File: config.mk
export PLATFORM = sky130hd
export DESIGN_NAME = sio_cfg_port
export DESIGN_NICKNAME = d
export VERILOG_FILES = /design/src/rtl/sio_cfg_pkg.sv /design/src/rtl/sio_key_seq.sv /design/src/rtl/sio_glob_bank.sv /design/src/rtl/sio_ldev_route.sv /design/src/rtl/sio_cfg_port.sv
export SDC_FILE = /design/constraint.sdc
export NUM_CORES = 1
export LEC_CHECK = 0
export BUFFER_PORTS_ARGS = -buffer_cell sky130_fd_sc_hd__buf_4
export CAP_MARGIN = 40
export CORE_MARGIN = 1.5
export CORE_UTILIZATION = 40
export DETAILED_ROUTE_END_ITERATION = 8
export GPL_ROUTABILITY_DRIVEN = 0
export PLACE_DENSITY = 0.65
export SKIP_LAST_GASP = 1
export SLEW_MARGIN = 5
export SYNTH_ARGS = -nofsm -noshare
export SYNTH_HDL_FRONTEND = slang
export SYNTH_HIERARCHICAL = 1
export SYNTH_SLANG_ARGS = --single-unit
File: constraint.sdc
create_clock -name clk -period 7.9 [get_ports clk]
set_clock_uncertainty 0.2 [all_clocks]
set_input_delay 0.79 -clock clk [delete_from_list [all_inputs] [get_ports clk]]
set_output_delay 0.79 -clock clk [all_outputs]
set_load 0.05 [all_outputs]
File: src/rtl/sio_cfg_pkg.sv
package sio_cfg_pkg;

    typedef enum logic [1:0] {
        KEY_IDLE = 2'd0,
        KEY_HALF = 2'd1,
        KEY_OPEN = 2'd2
    } key_state_e;

    typedef struct packed {
        logic       idx_hit;
        logic       dat_hit;
        logic       idx_wr;
        logic       dat_wr;
        logic       dat_rd;
        logic [7:0] wdata;
    } port_req_t;

    localparam logic [7:0] KEY_ENTER    = 8'h87;
    localparam logic [7:0] KEY_EXIT     = 8'hAA;
    localparam logic [7:0] REG_LDSEL    = 8'h07;
    localparam logic [7:0] REG_DEVID_HI = 8'h20;
    localparam logic [7:0] REG_DEVID_LO = 8'h21;
    localparam logic [7:0] REG_REV      = 8'h22;
    localparam logic [7:0] REG_VEN_HI   = 8'h23;
    localparam logic [7:0] REG_VEN_LO   = 8'h24;
    localparam logic [7:0] REG_MF_FIRST = 8'h29;
    localparam int         MF_COUNT     = 3;
    localparam logic [7:0] REG_DEV_EN   = 8'h30;
    localparam logic [15:0] VENDOR_ID   = 16'h1934;
    localparam logic [7:0] IDLE_READ    = 8'hFF;

    function automatic logic in_bank(input logic [7:0] idx);
        return idx >= REG_DEV_EN;
    endfunction

    function automatic logic to_side(input logic [7:0] idx);
        return idx > REG_DEV_EN;
    endfunction

endpackage

File: src/rtl/sio_key_seq.sv
module sio_key_seq
    import sio_cfg_pkg::*;
(
    input  logic       clk,
    input  logic       rst,
    input  logic       idx_wr,
    input  logic [7:0] wdata,
    output logic       key_open
);

    key_state_e state_q, state_d;

    always_comb begin
        state_d = state_q;
        case (state_q)
            KEY_IDLE: if (idx_wr && wdata == KEY_ENTER) state_d = KEY_HALF;
            KEY_HALF: if (idx_wr) state_d = (wdata == KEY_ENTER) ? KEY_OPEN : KEY_IDLE;
            KEY_OPEN: if (idx_wr && wdata == KEY_EXIT) state_d = KEY_IDLE;
            default:  state_d = KEY_IDLE;
        endcase
    end

    always_ff @(posedge clk) begin
        if (rst) state_q <= KEY_IDLE;
        else     state_q <= state_d;
    end

    assign key_open = (state_q == KEY_OPEN);

endmodule

File: src/rtl/sio_glob_bank.sv
module sio_glob_bank
    import sio_cfg_pkg::*;
#(
    parameter logic [15:0] DEV_ID  = 16'h0901,
    parameter logic [7:0]  DEV_REV = 8'h10
) (
    input  logic                  clk,
    input  logic                  rst,
    input  logic                  key_open,
    input  logic                  idx_wr,
    input  logic                  dat_wr,
    input  logic [7:0]            wdata,
    output logic [7:0]            idx_q,
    output logic [7:0]            sel_q,
    output logic [8*MF_COUNT-1:0] mfunc,
    output logic [7:0]            glob_rdata
);

    logic [7:0]          mf_q [MF_COUNT];
    logic [MF_COUNT-1:0] mf_we;
    logic                glob_wr;

    assign glob_wr = dat_wr && key_open && !in_bank(idx_q);

    for (genvar g = 0; g < MF_COUNT; g++) begin : g_mf
        assign mf_we[g]          = glob_wr && (idx_q == REG_MF_FIRST + 8'(g));
        assign mfunc[8*g +: 8]   = mf_q[g];
    end

    always_ff @(posedge clk) begin
        if (rst) begin
            idx_q <= 8'h00;
            sel_q <= 8'h00;
            for (int i = 0; i < MF_COUNT; i++) mf_q[i] <= 8'h00;
        end else begin
            if (idx_wr && key_open && wdata != KEY_EXIT) idx_q <= wdata;
            if (glob_wr && idx_q == REG_LDSEL) sel_q <= wdata;
            for (int i = 0; i < MF_COUNT; i++)
                if (mf_we[i]) mf_q[i] <= wdata;
        end
    end

    always_comb begin
        glob_rdata = 8'h00;
        case (idx_q)
            REG_LDSEL:    glob_rdata = sel_q;
            REG_DEVID_HI: glob_rdata = DEV_ID[15:8];
            REG_DEVID_LO: glob_rdata = DEV_ID[7:0];
            REG_REV:      glob_rdata = DEV_REV;
            REG_VEN_HI:   glob_rdata = VENDOR_ID[15:8];
            REG_VEN_LO:   glob_rdata = VENDOR_ID[7:0];
            default:      glob_rdata = 8'h00;
        endcase
        for (int i = 0; i < MF_COUNT; i++)
            if (idx_q == REG_MF_FIRST + 8'(i)) glob_rdata = mf_q[i];
    end

endmodule

File: src/rtl/sio_ldev_route.sv
module sio_ldev_route
    import sio_cfg_pkg::*;
#(
    parameter int NUM_LD = 8
) (
    input  logic              clk,
    input  logic              rst,
    input  logic              key_open,
    input  logic              dat_wr,
    input  logic              dat_rd,
    input  logic              en_bit,
    input  logic [7:0]        idx_q,
    input  logic [7:0]        sel_q,
    input  logic [7:0]        ld_rdata,
    output logic [NUM_LD-1:0] dev_en,
    output logic              ld_wr,
    output logic              ld_rd,
    output logic [7:0]        bank_rdata
);

    localparam logic [7:0] LD_LIMIT = 8'(NUM_LD);

    logic [NUM_LD-1:0] en_q;
    logic [NUM_LD-1:0] en_we;
    logic [NUM_LD-1:0] sel_hot;
    logic              sel_ok;
    logic              en_wr;

    assign sel_ok = sel_q < LD_LIMIT;
    assign en_wr  = dat_wr && key_open && (idx_q == REG_DEV_EN);

    for (genvar g = 0; g < NUM_LD; g++) begin : g_dev
        assign sel_hot[g] = (sel_q == 8'(g));
        assign en_we[g]   = en_wr && sel_hot[g];
    end

    always_ff @(posedge clk) begin
        if (rst) begin
            en_q <= '0;
        end else begin
            for (int i = 0; i < NUM_LD; i++)
                if (en_we[i]) en_q[i] <= en_bit;
        end
    end

    assign dev_en = en_q;
    assign ld_wr  = dat_wr && key_open && sel_ok && to_side(idx_q);
    assign ld_rd  = dat_rd && key_open && sel_ok && to_side(idx_q);

    always_comb begin
        if (!sel_ok)                  bank_rdata = IDLE_READ;
        else if (idx_q == REG_DEV_EN) bank_rdata = {7'b0, |(en_q & sel_hot)};
        else                          bank_rdata = ld_rdata;
    end

endmodule

File: src/rtl/sio_cfg_port.sv
module sio_cfg_port
    import sio_cfg_pkg::*;
#(
    parameter int          ADDR_W   = 16,
    parameter int          NUM_LD   = 8,
    parameter logic [15:0] BASE_PRI = 16'h002E,
    parameter logic [15:0] BASE_ALT = 16'h004E,
    parameter logic [15:0] DEV_ID   = 16'h0901,
    parameter logic [7:0]  DEV_REV  = 8'h10
) (
    input  logic                  clk,
    input  logic                  rst,
    input  logic                  base_sel,
    input  logic [ADDR_W-1:0]     bus_addr,
    input  logic                  bus_wr,
    input  logic                  bus_rd,
    input  logic [7:0]            bus_wdata,
    output logic [7:0]            bus_rdata,
    output logic                  unlocked,
    output logic [NUM_LD-1:0]     dev_en,
    output logic [8*MF_COUNT-1:0] mfunc,
    output logic [7:0]            ld_sel,
    output logic [7:0]            ld_idx,
    output logic                  ld_wr,
    output logic                  ld_rd,
    output logic [7:0]            ld_wdata,
    input  logic [7:0]            ld_rdata
);

    logic [ADDR_W-1:0] base_addr;
    port_req_t         req;
    logic              key_open;
    logic [7:0]        idx_q;
    logic [7:0]        sel_q;
    logic [7:0]        glob_rdata;
    logic [7:0]        bank_rdata;

    assign base_addr = base_sel ? ADDR_W'(BASE_ALT) : ADDR_W'(BASE_PRI);

    always_comb begin
        req.idx_hit = (bus_addr == base_addr);
        req.dat_hit = (bus_addr == base_addr + ADDR_W'(1));
        req.idx_wr  = req.idx_hit && bus_wr;
        req.dat_wr  = req.dat_hit && bus_wr;
        req.dat_rd  = req.dat_hit && bus_rd;
        req.wdata   = bus_wdata;
    end

    sio_key_seq u_key (
        .clk      (clk),
        .rst      (rst),
        .idx_wr   (req.idx_wr),
        .wdata    (req.wdata),
        .key_open (key_open)
    );

    sio_glob_bank #(
        .DEV_ID  (DEV_ID),
        .DEV_REV (DEV_REV)
    ) u_glob (
        .clk        (clk),
        .rst        (rst),
        .key_open   (key_open),
        .idx_wr     (req.idx_wr),
        .dat_wr     (req.dat_wr),
        .wdata      (req.wdata),
        .idx_q      (idx_q),
        .sel_q      (sel_q),
        .mfunc      (mfunc),
        .glob_rdata (glob_rdata)
    );

    sio_ldev_route #(
        .NUM_LD (NUM_LD)
    ) u_ldev (
        .clk        (clk),
        .rst        (rst),
        .key_open   (key_open),
        .dat_wr     (req.dat_wr),
        .dat_rd     (req.dat_rd),
        .en_bit     (req.wdata[0]),
        .idx_q      (idx_q),
        .sel_q      (sel_q),
        .ld_rdata   (ld_rdata),
        .dev_en     (dev_en),
        .ld_wr      (ld_wr),
        .ld_rd      (ld_rd),
        .bank_rdata (bank_rdata)
    );

    always_comb begin
        if (!key_open || !(req.idx_hit || req.dat_hit)) bus_rdata = IDLE_READ;
        else if (req.idx_hit)                          bus_rdata = idx_q;
        else if (in_bank(idx_q))                       bus_rdata = bank_rdata;
        else                                           bus_rdata = glob_rdata;
    end

    assign unlocked = key_open;
    assign ld_sel   = sel_q;
    assign ld_idx   = idx_q;
    assign ld_wdata = bus_wdata;

endmodule

==> results of run 1 <==
==> metal layers <==
layer	up-vias	GRT usage, %	wire length, um
met1	1294	27.8	3890
li1	1301	-	-
met5	-	0	0
met4	0	5.86	103
met3	8	2.93	467
met2	99	32.6	4160
==> cells in the final DEF, fill, tap and decap left out, types with 3 or more instances in the layout <==
| cell | synthesis | final |
|---|---|---|
| nor2b_1 | 7 | 7 |
| dfxtp_1 | 26 | 26 |
| mux2_2 | 8 | 8 |
| nand4b_1 | 3 | 3 |
| a32o_1 | 5 | 5 |
| and4bb_1 | 3 | 3 |
| nor3_1 | 3 | 3 |
| nand3b_1 | 3 | 3 |
| o21ai_1 | 4 | 4 |
| clkbuf_8 | 0 | 5 |
| nand3_1 | 7 | 7 |
| nor3b_1 | 3 | 3 |
| buf_4 | 10 | 103 |
| a21oi_1 | 10 | 10 |
| and4bb_2 | 3 | 3 |
| nand2b_1 | 9 | 9 |
| a21o_1 | 4 | 4 |
| edfxtp_1 | 24 | 24 |
| inv_1 | 7 | 7 |
| mux2i_1 | 39 | 39 |
| and2_1 | 10 | 10 |
| nand2_1 | 30 | 30 |
| nor2_1 | 24 | 24 |
| o2bb2ai_1 | 4 | 4 |
| a22oi_1 | 3 | 3 |
==> power breakdown <==
part           total (mW)  leakage [nW]  internal [mW]  switching (mW)
combinational      0.0759          1.21         0.0268          0.0491
sequential          0.281         0.437          0.277         0.00383
clock               0.149        0.0456         0.0633          0.0856
==> per-stage QoR <==
step | std cells | instance area, um2
floorplan | 304 | 3110
global placement | 485 | 3880
detailed placement | 487 | 3900
CTS | 495 | 3980
global route | 495 | 3980
finish | 495 | 3980
==> logic make-up (layout without fill, tap and decap cells) <==
kind of cell,Yosys count,count (layout),synth area share [%]
AOI/OAI and AO/OA,44,44,10.5
xor gates and xnor gates,1,1,0.282
buffers and inverters,28,120,5.07
DFF,50,50,39.9
muxes,47,47,15.4
and+or+nand+nor,134,134,28.8
==> cell usage after synthesis, types with 2 or more instances <==
library cell	count	area, um2
nor4_4	2	42.5
nand3_1	7	35.0
o21ai_1	4	20.0
nand2_1	30	113
and3_1	2	12.5
o21ai_2	2	17.5
and2_1	10	62.6
a21oi_1	10	50.1
inv_1	7	26.3
buf_2	5	25.0
and4bb_1	3	37.5
a31oi_1	2	12.5
a22oi_1	3	22.5
nand2b_1	9	56.3
nor3b_1	3	22.5
o2bb2ai_1	4	35.0
a21o_1	4	30.0
o22ai_1	2	12.5
nor2b_1	7	43.8
dfxtp_1	26	521
and4bb_2	3	37.5
mux2_2	8	90.1
nand4b_1	3	26.3
and3b_1	2	17.5
nand3b_1	3	22.5
mux2i_1	39	390
clkbuf_1	4	15.0
a32o_1	5	50.1
nor3_1	3	15.0
or4_4	2	22.5
nand4_1	2	12.5
edfxtp_1	24	721
buf_4	10	75.1
nor2_1	24	90.1
==> registers in the layout, summed over array words and instances, names as in the netlist <==
name,cells
u_ldev/dev_en,8
u_glob/mf_q,24
u_glob/idx_q,8
u_key/state_q,2
u_glob/sel_q,8
==> layout make-up <==
cell class              count  area, um2  share of cell area [%]
clock inverters             2       13.8                   0.345
multi-input cells         226       1710                    43.0
repair buffers            105        793                    19.9
flip-flops and latches     50       1240                    31.2
inverters                   7       26.3                   0.660
clock buffers               6       72.6                    1.82
well taps                  99        124                    3.11
==> worst register-to-register path: cells and delay by family (launching register included) <==
family	cells	cell delay [ns]
and+or+nand+nor	3	1.10
AOI/OAI and AO/OA	1	0.39
DFF	1	0.35
==> worst paths after layout <==
check | slack [ns] | from | end | depth (start not counted)
worst max register to register | 5.53 | u_key/state_q[1] | u_glob/mf_q[0][8] | 4
worst min-delay path | 0.31 | u_ldev/dev_en[0] | u_ldev/dev_en[0] | 2
worst max-delay path | 3.92 | u_glob/idx_q[1] | bus_rdata[1] | 8
worst min register to register | 0.31 | u_ldev/dev_en[0] | u_ldev/dev_en[0] | 2
==> metrics, run 1 <==
Fillers 696; largest net degree at the start of global routing 34; post-route setup slack 3.92 ns; ANT nets after route 0; kind of cell adding the most delay to the critical path simple AND/OR/NAND/NOR gates; CP Data Arrival Time 2.99 ns; number of global-route vias before repair 2543; area grow syn2layout 28.0%; # diodes 0; run status completed; ys flop type dfxtp_1; hold buffers post-CTS 0; DR vias 2702; layout cells sized above 1 36.4%; RSZ-0062 raised after global routing no; die area 8320 um2; Ports 104; CTS buffer count 5; Slew HR 50.5%; die height 91.2 um; Worst IR Drop VDD 59.5 uV; Clock transition at path regs 0.09 ns; Overflow after GRT 0; CTS tree yes; Synth Cell Area 3110 um2; Final Setup Violations 0; Syn Area/Cell 10.2 um2; PnR Total Power 0.506 mW; post-CTS sizing 0; Final Core Density 53.8%; Iter 0 DRT Violations 241; drt pass-1 iters 5; placement row count 31; Mapped Nets 341; Final Net Count 432; sequential fraction of the synthesis area 39.9%; port bufs 103; CP Capture Type output port; Leak 1.69 nW; CP max-delay cell nor4b_4; CTS root buf clkbuf_8; Max-Cap Viols 0; Post-CTS Setup Inserts 0; initial antenna violation count 0; final clock period utilization by the worst path 50.3%; global-route wire length before repair 13200 um; Clk Latency, worst-skew pair 0.30 ns; number of synthesized flops with an enable pin 24; number of buffers and inverters on the critical path 2; Post-synth ARST share 0%; Overall Global Routing Usage 20.2%; Peak Freq 0.252 GHz; Worst EP required 6.91 ns; crit path max fanout 17; Clock Tree Buf Depth 2; Clock Sinks 50; final WL 8620 um; fin. max-slew vios 0; Wirelength per Cell 17.4 um; crit-path cells inv_1, nor4b_4, o21ai_1, a32o_1, mux2_2, mux2i_1, nand2_1, buf_4; Synth Instances 304; DRC errors left 0; worst slew pin tran 0.737 ns; Initial Util 42.0%; Synth Register Bits 50; PwrDens 127 nW/um2; setup TNS 0 ns; core box area 7410 um2; Crit Path Class register to output port; hpwl dp 6520 um; H-Tree Depth 2; Final Hold Viols 0; Hold Path Class register to register; Syn. warnings 6; die width 91.2 um; post-route minimum period 3.98 ns; Crit path largest cell delay 0.72 ns; Synth cell types 64; startpoint type of the worst setup path register; Place WS 4.24 ns; WHS 0.308 ns; Vias/cell 5.46
Power figures use the tool's default switching activity.
==> run 2, diff against run 1 <==
Clock period 7.9 ns to 3.8 ns, I/O delays scaled along.
==> run 2 against run 1 <==
Hold slack worse by 0.15 ns. Critical path depth stayed put. Power is 130% higher. Highest routed layer unchanged. Sequential power is 110% higher. First-iteration DRC count is 21% higher. Clock power grew to 2.7 times the previous value. Final area is 0.82% higher. Combinational power is 110% higher. Critical path type unchanged. Wire length is 4.4% higher. Critical endpoint is now bus_rdata[2]. Non-clock buffer count is 1 higher. Register-to-register slack worse by 4.1 ns.
==> metrics, run 2 (synthesized netlist as in run 1, its figures left out) <==
Clk Latency, worst-skew pair 0.32 ns (+0.02 ns); Final Setup Violations 0 (unchanged); Worst Setup SP u_glob/idx_q[1]; CP max-delay cell nor4b_4; Clock Sinks 50 (unchanged); Final Net Count 433 (+0.23%); final WL 9000 um (+4.4%); Wirelength per Cell 18.1 um (+4.2%); Clock transition at path regs 0.10 ns (about the same); Final Hold Viols 0 (unchanged); DRC errors left 0 (unchanged); CTS buffer count 5 (unchanged); post-CTS sizing 0 (unchanged); die width 91.2 um (unchanged); # diodes 0 (unchanged); CP Data Arrival Time 3.01 ns (+0.02 ns); placement row count 31 (unchanged); Placed Instances 488 (+0.21%); Crit path largest cell delay 0.72 ns (about the same); final clock period utilization by the worst path 94.3%; crit path max fanout 17 (unchanged); startpoint type of the worst setup path register; port bufs 103 (unchanged); Leak 1.71 nW (+1.1%); worst slew pin tran 0.765 ns (+0.0280 ns); area grow syn2layout 29.1%; FF-to-FF path depth 5 (+1); commonest cells after routing, fill and taps aside buf_4 (106), mux2i_1 (39), nand2_1 (30); drt pass-1 iters 4 (-1); post-route setup slack 0.215 ns (-3.71 ns); CP Capture Type output port; RSZ-0062 raised after global routing no; number of global-route vias before repair 2521 (-0.87%); die area 8320 um2 (unchanged); Clock Tree Buf Depth 2 (unchanged); hold buffers post-CTS 0 (unchanged); Slew HR 48.6% (-1.9 points); Place WS 0.583 ns (-3.66 ns); crit path to bus_rdata[2]; Crit Path Class register to output port; Fillers 696 (unchanged); layout cells sized above 1 36.8% (+0.41 points); Vias/cell 5.53 (+1.3%); Crit path depth 8 (unchanged); H-Tree Depth 2 (unchanged); PwrDens 284 nW/um2 (+120%); die height 91.2 um (unchanged); fin. max-slew vios 0 (unchanged); Max-Cap Viols 0 (unchanged); leading cell type in the layout, fill and taps excluded buf_4; hpwl dp 6710 um (+2.9%); R2R setup slack 1.45 ns (-4.08 ns); kind of cell adding the most delay to the critical path simple AND/OR/NAND/NOR gates; largest net degree at the start of global routing 34 (unchanged); fin cells 496 (+0.20%); PnR Total Power 1.14 mW (+130%); crit-path cells inv_1, nor4b_4, o21ai_1, a32o_1, mux2_2, mux2i_1, nand2_1, buf_4; ANT nets after route 0 (unchanged); Iter 0 DRT Violations 291 (+21%); initial antenna violation count 0 (unchanged); number of buffers and inverters on the critical path 2 (unchanged); RR Startpoint u_key/state_q[1]; RR Endpoint u_glob/mf_q[0][5]; Worst IR Drop VDD 154 uV (+160%); DR vias 2744 (+1.6%); Peak Freq 0.279 GHz; Overall Global Routing Usage 21.1% (+0.95 points); run status completed; CTS root buf clkbuf_8; post-route minimum period 3.59 ns; setup TNS 0 ns (unchanged); Initial Util 42.0% (unchanged); global-route wire length before repair 13700 um (+4.0%); Top reg by flops u_glob/mf_q; Post-CTS Setup Inserts 0 (unchanged); CTS tree yes; Ports 104 (unchanged); Worst EP required 3.22 ns (-3.69 ns); Hold Path Class input port to register; core box area 7410 um2 (unchanged); Overflow after GRT 0 (unchanged); max reg flops 24 (unchanged)
[run 2: cell count changes in the layout (fill, tap and decap cells not counted), sizes merged]
cell	previous run	this run
buf	105	106
bufinv	0	1
clkbuf	6	5
clkinv	1	0
inv	8	9
[run 2: how the worst min path moves through the flow]
stage / depth (start not counted) / slack (ns) / to / start
floorplan: 1 / 0.26 / u_key/state_q[0] / u_key/state_q[0]
global placement: 1 / 0.28 / u_key/state_q[0] / u_key/state_q[0]
detailed placement: 2 / 0.29 / u_ldev/dev_en[7] / u_ldev/dev_en[7]
CTS: 3 / 0.17 / u_glob/sel_q[4] / bus_wdata[4]
global route: 3 / 0.16 / u_glob/sel_q[4] / bus_wdata[4]
finish: 3 / 0.16 / u_glob/sel_q[4] / bus_wdata[4]
[run 2: stage by stage]
step | utilization (%) | hold slack (ns) | area (um2)
3_3_place_gp | 52.6 | 0.281 | 3900
3_5_place_dp | 52.6 | 0.291 | 3900
2_1_floorplan | - | 0.262 | 3110
4_1_cts | 54.2 | 0.165 | 4020
6_report | 54.2 | 0.159 | 4020
5_1_grt | 54.2 | 0.158 | 4020
[run 2: final cells by class]
type                            instances  area [um2]  share of cell area (%)
Sequential cell                        50        1240                    30.9
Clock inverter                          3        47.5                    1.18
Inverter                                7        26.3                   0.654
Timing Repair Buffer                  106         796                    19.8
Multi-Input combinational cell        226        1710                    42.6
Clock buffer                            5        68.8                    1.71
Tap cell                               99         124                    3.08
[run 2: layer usage]
metal  global-route usage, %  vias to the layer above  share of wire [%]
met5                       0                        -                  0
met1                    29.6                     1350                 45
met3                    2.93                       10                4.5
li1                        -                     1295                  -
met2                    34.5                       89                 49
met4                    4.69                        0                1.1
[run 2: worst register-to-register path: stages (launching register included)]
cell,delay [ns]
dfxtp_1,0.36
nor2b_1,0.44
and4bb_1,0.35
and4bb_4,0.29
nor3b_4,0.33
and2_1,0.24
[run 2: report_power, final]
group / switching [mW] / internal (mW) / total, mW / leakage [nW]
clock: 0.198 / 0.201 / 0.400 / 0.0591
sequential: 0.00868 / 0.576 / 0.585 / 0.437
combinational: 0.103 / 0.0557 / 0.158 / 1.21
